==> config.mk <==
export PLATFORM = sky130hd
export DESIGN_NAME = tmr_irq_stat
export DESIGN_NICKNAME = d
export VERILOG_FILES = /design/src/rtl/tmr_irq_pkg.sv /design/src/rtl/tmr_irq_en_reg.sv /design/src/rtl/tmr_irq_chan.sv /design/src/rtl/tmr_irq_stat.sv
export SDC_FILE = /design/constraint.sdc
export NUM_CORES = 1
export LEC_CHECK = 0
export BUFFER_PORTS_ARGS = -buffer_cell sky130_fd_sc_hd__buf_4
export CORE_MARGIN = 2
export CORE_UTILIZATION = 37
export DETAILED_ROUTE_END_ITERATION = 7
export PLACE_DENSITY = 0.82
export SETUP_SLACK_MARGIN = 0.05
export SYNTH_ARGS = -nofsm -noshare
export SYNTH_HDL_FRONTEND = slang
export SYNTH_HIERARCHICAL = 1
export SYNTH_SLANG_ARGS = --single-unit
==> constraint.sdc <==
create_clock -name clk_i -period 1.05 [get_ports clk_i]
set_input_delay 0.0525 -clock clk_i [delete_from_list [all_inputs] [get_ports clk_i]]
set_output_delay 0.0525 -clock clk_i [all_outputs]
set_load 0.01 [all_outputs]
==> src/rtl/tmr_irq_pkg.sv <==
package tmr_irq_pkg;
  localparam int unsigned DEF_N_CH = 5;
  localparam int unsigned DEF_DW   = 32;
endpackage

==> src/rtl/tmr_irq_en_reg.sv <==
module tmr_irq_en_reg #(
  parameter int unsigned N_CH = tmr_irq_pkg::DEF_N_CH
) (
  input  logic            clk_i,
  input  logic            rst_ni,
  input  logic            wr_i,
  input  logic [N_CH-1:0] wd_i,
  output logic [N_CH-1:0] en_o
);
  logic [N_CH-1:0] en_q;

  always_ff @(posedge clk_i or negedge rst_ni) begin
    if (!rst_ni)   en_q <= '0;
    else if (wr_i) en_q <= wd_i;
  end

  assign en_o = en_q;

  assert_load_R5: assert property (@(posedge clk_i) disable iff (!rst_ni)
    wr_i |=> en_o == $past(wd_i));
  assert_hold_R5: assert property (@(posedge clk_i) disable iff (!rst_ni)
    !wr_i |=> $stable(en_o));
endmodule

==> src/rtl/tmr_irq_chan.sv <==
module tmr_irq_chan (
  input  logic clk_i,
  input  logic rst_ni,
  input  logic expire_i,
  input  logic en_i,
  input  logic clr_i,
  output logic stat_o,
  output logic irq_o
);
  logic stat_q, irq_q;
  logic stat_d, irq_d;

  always_comb begin
    // set has priority over write-one-to-clear
    stat_d = expire_i | (stat_q & ~clr_i);
    // line rises only on an enabled expiry, falls only with its status
    irq_d  = stat_d & ((expire_i & en_i) | irq_q);
  end

  always_ff @(posedge clk_i or negedge rst_ni) begin
    if (!rst_ni) begin
      stat_q <= 1'b0;
      irq_q  <= 1'b0;
    end else begin
      stat_q <= stat_d;
      irq_q  <= irq_d;
    end
  end

  assign stat_o = stat_q;
  assign irq_o  = irq_q;

  assert_set_R3: assert property (@(posedge clk_i) disable iff (!rst_ni)
    expire_i |=> stat_o);
  assert_irq_R4: assert property (@(posedge clk_i) disable iff (!rst_ni)
    expire_i && en_i |=> irq_o);
  assert_clear_R6: assert property (@(posedge clk_i) disable iff (!rst_ni)
    clr_i && !expire_i |=> !stat_o);
  assert_keep_R6: assert property (@(posedge clk_i) disable iff (!rst_ni)
    !clr_i && stat_o |=> stat_o);
  assert_irq_needs_stat_R7: assert property (@(posedge clk_i) disable iff (!rst_ni)
    irq_o |-> stat_o);
  assert_no_spurious_R10: assert property (@(posedge clk_i) disable iff (!rst_ni)
    !irq_o && !(expire_i && en_i) |=> !irq_o);
  assert_irq_hold_R10: assert property (@(posedge clk_i) disable iff (!rst_ni)
    irq_o && !clr_i |=> irq_o);
endmodule

==> src/rtl/tmr_irq_stat.sv <==
module tmr_irq_stat #(
  parameter int unsigned N_CH = tmr_irq_pkg::DEF_N_CH,
  parameter int unsigned DW   = tmr_irq_pkg::DEF_DW
) (
  input  logic            clk_i,
  input  logic            rst_ni,
  input  logic            wr_en_i,
  input  logic [DW-1:0]   wr_data_i,
  input  logic [N_CH-1:0] expire_i,
  output logic [DW-1:0]   rd_data_o,
  output logic [N_CH-1:0] irq_o
);
  localparam int unsigned ST_LSB = N_CH;
  localparam int unsigned ST_MSB = 2 * N_CH - 1;

  logic [N_CH-1:0] en, stat, clr;

  tmr_irq_en_reg #(.N_CH(N_CH)) u_en (
    .clk_i (clk_i),
    .rst_ni(rst_ni),
    .wr_i  (wr_en_i),
    .wd_i  (wr_data_i[N_CH-1:0]),
    .en_o  (en)
  );

  assign clr = {N_CH{wr_en_i}} & wr_data_i[ST_MSB:ST_LSB];

  for (genvar g = 0; g < N_CH; g++) begin : g_ch
    tmr_irq_chan u_ch (
      .clk_i   (clk_i),
      .rst_ni  (rst_ni),
      .expire_i(expire_i[g]),
      .en_i    (en[g]),
      .clr_i   (clr[g]),
      .stat_o  (stat[g]),
      .irq_o   (irq_o[g])
    );
  end

  always_comb begin
    rd_data_o                = '0;
    rd_data_o[N_CH-1:0]      = en;
    rd_data_o[ST_MSB:ST_LSB] = stat;
  end

  assert_upper_stable_R9: assert property (@(posedge clk_i) disable iff (!rst_ni)
    $stable(rd_data_o[DW-1:ST_MSB+1]));
endmodule

==> results.md <==
- CP startpoint kind: register
- Fill cell count: 175
- Die W: 49.61 µm
- Remaining DRCs: 0
- H-Tree Level Count: 1
- Clock root cell: clkbuf_4
- Sequential share of the synthesized area: 0.4878
- Post-layout util: 0.5478
- CTS max path bufs: 2
- Chip height: 49.61 µm
- DRT Pass-1 Iters: 2
- Count of cell types in the netlist: 10
- GP Congestion: 0.6402
- Leak Pwr: 0.5427 nW
- Vias: 588
- Fin Setup TNS: 0 ns
- Area of the core: 1962 µm²
- Setup Crit Path Kind: register to primary output
- Crit path max-delay family: flip-flops
- Minimum clock period: 0.8920 ns
- Worst-Skew Late Latency: 0.27 ns
- Status: finished clean
- Clock-pin slew on the worst setup and hold paths: 0.09 ns
- Pins over their slew limit: 0
- ANT cells: 0
- Fin crit share: 0.8495
- Crit-path cells: buf_4
- RSZ-0062 raised after global routing: false
- Peak Freq: 1.121 GHz
- Postcts setup bufs: 0
- DR WL/cell: 10.36 µm
- # Max-Cap Violations: 0
- Multi-input logic area: 289.0 µm²
- DR vias/cell: 4.083
- Nets: 158
- # IOs: 77
- Full die area: 2461 µm²
- CTS Buf Count: 3
- Area grow syn2layout: 39.67%
- Syn. warnings: 6
- Worst Clk Skew: 0.0004584 ns
- Syn Inst Count: 73
- Num rows: 16
- First-pass GRT wire length: 2235 µm
- Peak per-stage delay on the critical path: 0.41 ns
- Pwr Density: 1244 nW/µm²
- Fin. Hold Viols: 0
- Crit-path max FO: 3
- Share of post-route cells with drive strength above 1: 0.3504
- Buf+Inv Stages, Crit Path: 1
- Critical path data arrival time: 0.84 ns
- Vias in the first global route: 553
- Synth Area per Inst: 10.54 µm²
- Critical path's slowest cell: dfrtp_1
- DR iter-0 viols: 1
- Maximum vdd drop: 1.045 mV
- Final setup viols: 0
- GRT Util Overall: 0.1210
- Worst Path Required: 1.00 ns
- #FFs+latches synth: 15
- CTS tree: yes
- Port Buffer Count: 32
- FF/Latch Area: 375.4 µm²
- Final ANT Viol Nets: 0
- Mapped cell area: 769.5 µm²
- Initial Utilization: 0.3922
- Clock sink total: 15
- Pin count of the biggest net entering global routing: 16
- Grt ovf: 0
- Hold Path Class: primary input to register
- Critical Path End Type: primary output
- Final Routed Wirelength: 1492 µm
- Initial antenna violation count: 0
-- power breakdown --
group	internal (mW)	total (mW)	switching [mW]	leakage, nW
Combinational	0.186	0.338	0.152	0.361
Clock	0.141	0.312	0.171	0.0177
Sequential	0.639	0.687	0.0483	0.164
-- area by class of cell --
cell class / count / area share
multi-input cells: 52 / 0.2689
flip-flops and latches: 15 / 0.3492
repair buffers: 41 / 0.3073
clock buffers: 3 / 0.02095
inverters: 5 / 0.01746
clock inverters: 1 / 0.004657
well taps: 27 / 0.03143
-- synthesized netlist by cell type, drive strengths merged --
cell type / count / share of area
nand3b: 5 / 0.049
mux2: 5 / 0.073
dfrtp: 15 / 0.49
buf: 22 / 0.21
inv: 5 / 0.024
a21o: 5 / 0.049
nand2: 5 / 0.024
conb: 1 / 0.0049
o21ai: 5 / 0.033
and2: 5 / 0.041
-- per-stage QoR --
step	setup WS [ns]	instances	hold slack [ns]	power [mW]	area, µm²
after floorplan	0.2711	94	-0.2431	0.8892	848.3
after global placement	0.3058	131	-0.08555	0.9983	957.2
after detailed placement	0.2747	131	-0.08505	1.012	957.2
after CTS	0.1488	141	0.0003727	1.343	1045
after global routing	0.1128	144	0.003310	1.420	1075
final	0.1580	144	0.01153	1.337	1075
-- what timing repair did --
action / 4_1_cts / 5_1_grt
hold buffers: 6 / 3
gates resized for setup: 0 / 0
hold endpoints to repair: 20 / 3
-- cell families (layout without fill, tap and decap cells) --
| logic type | after synthesis | after routing | synth area share |
|---|---|---|---|
| flip-flops | 15 | 15 | 0.4878 |
| other | 1 | 22 | 0.004873 |
| buffers and inverters | 27 | 50 | 0.2390 |
| AND/OR/NAND/NOR | 15 | 15 | 0.1138 |
| AO/OA/AOI/OAI | 10 | 10 | 0.08130 |
| multiplexers | 5 | 5 | 0.07317 |
-- sequential cells by signal (all words and copies together) (netlist names) --
name / count
g_ch.u_ch/irq_o: 5
g_ch.u_ch/stat_o: 5
u_en/en_o: 5
-- final timing paths --
path | start | to | slack [ns] | cells past startpoint
max | g_ch[0].u_ch/irq_o | irq_o[0] | 0.16 | 1
min | wr_data_i[0] | u_en/en_o[0] | 0.01 | 2
max reg2reg | u_en/en_o[0] | u_en/en_o[0] | 0.26 | 1
min reg2reg | g_ch[3].u_ch/stat_o | g_ch[3].u_ch/stat_o | 0.52 | 1
max in group asynchronous | rst_ni | g_ch[2].u_ch/irq_o | 0.73 | 2
min in group asynchronous | rst_ni | g_ch[4].u_ch/irq_o | 0.15 | 2
-- layout by cell type, fill, tap and decap left out, types with 9 or more instances in the layout --
| master | netlist | layout |
|---|---|---|
| conb_1 | 1 | 22 |
| dlygate4sd3_1 | 0 | 9 |
| buf_4 | 22 | 32 |
| dfrtp_1 | 15 | 15 |
-- metal layers --
layer | GRT usage | vias to the layer above | part of all wire
li1 | - | 281 | -
met1 | 0.1182 | 267 | 0.38
met2 | 0.2333 | 38 | 0.52
met3 | 0.03030 | 2 | 0.084
met4 | 0.05556 | 0 | 0.0080
met5 | 0 | - | 0
No activity file was read; power rests on OpenSTA's default activity.
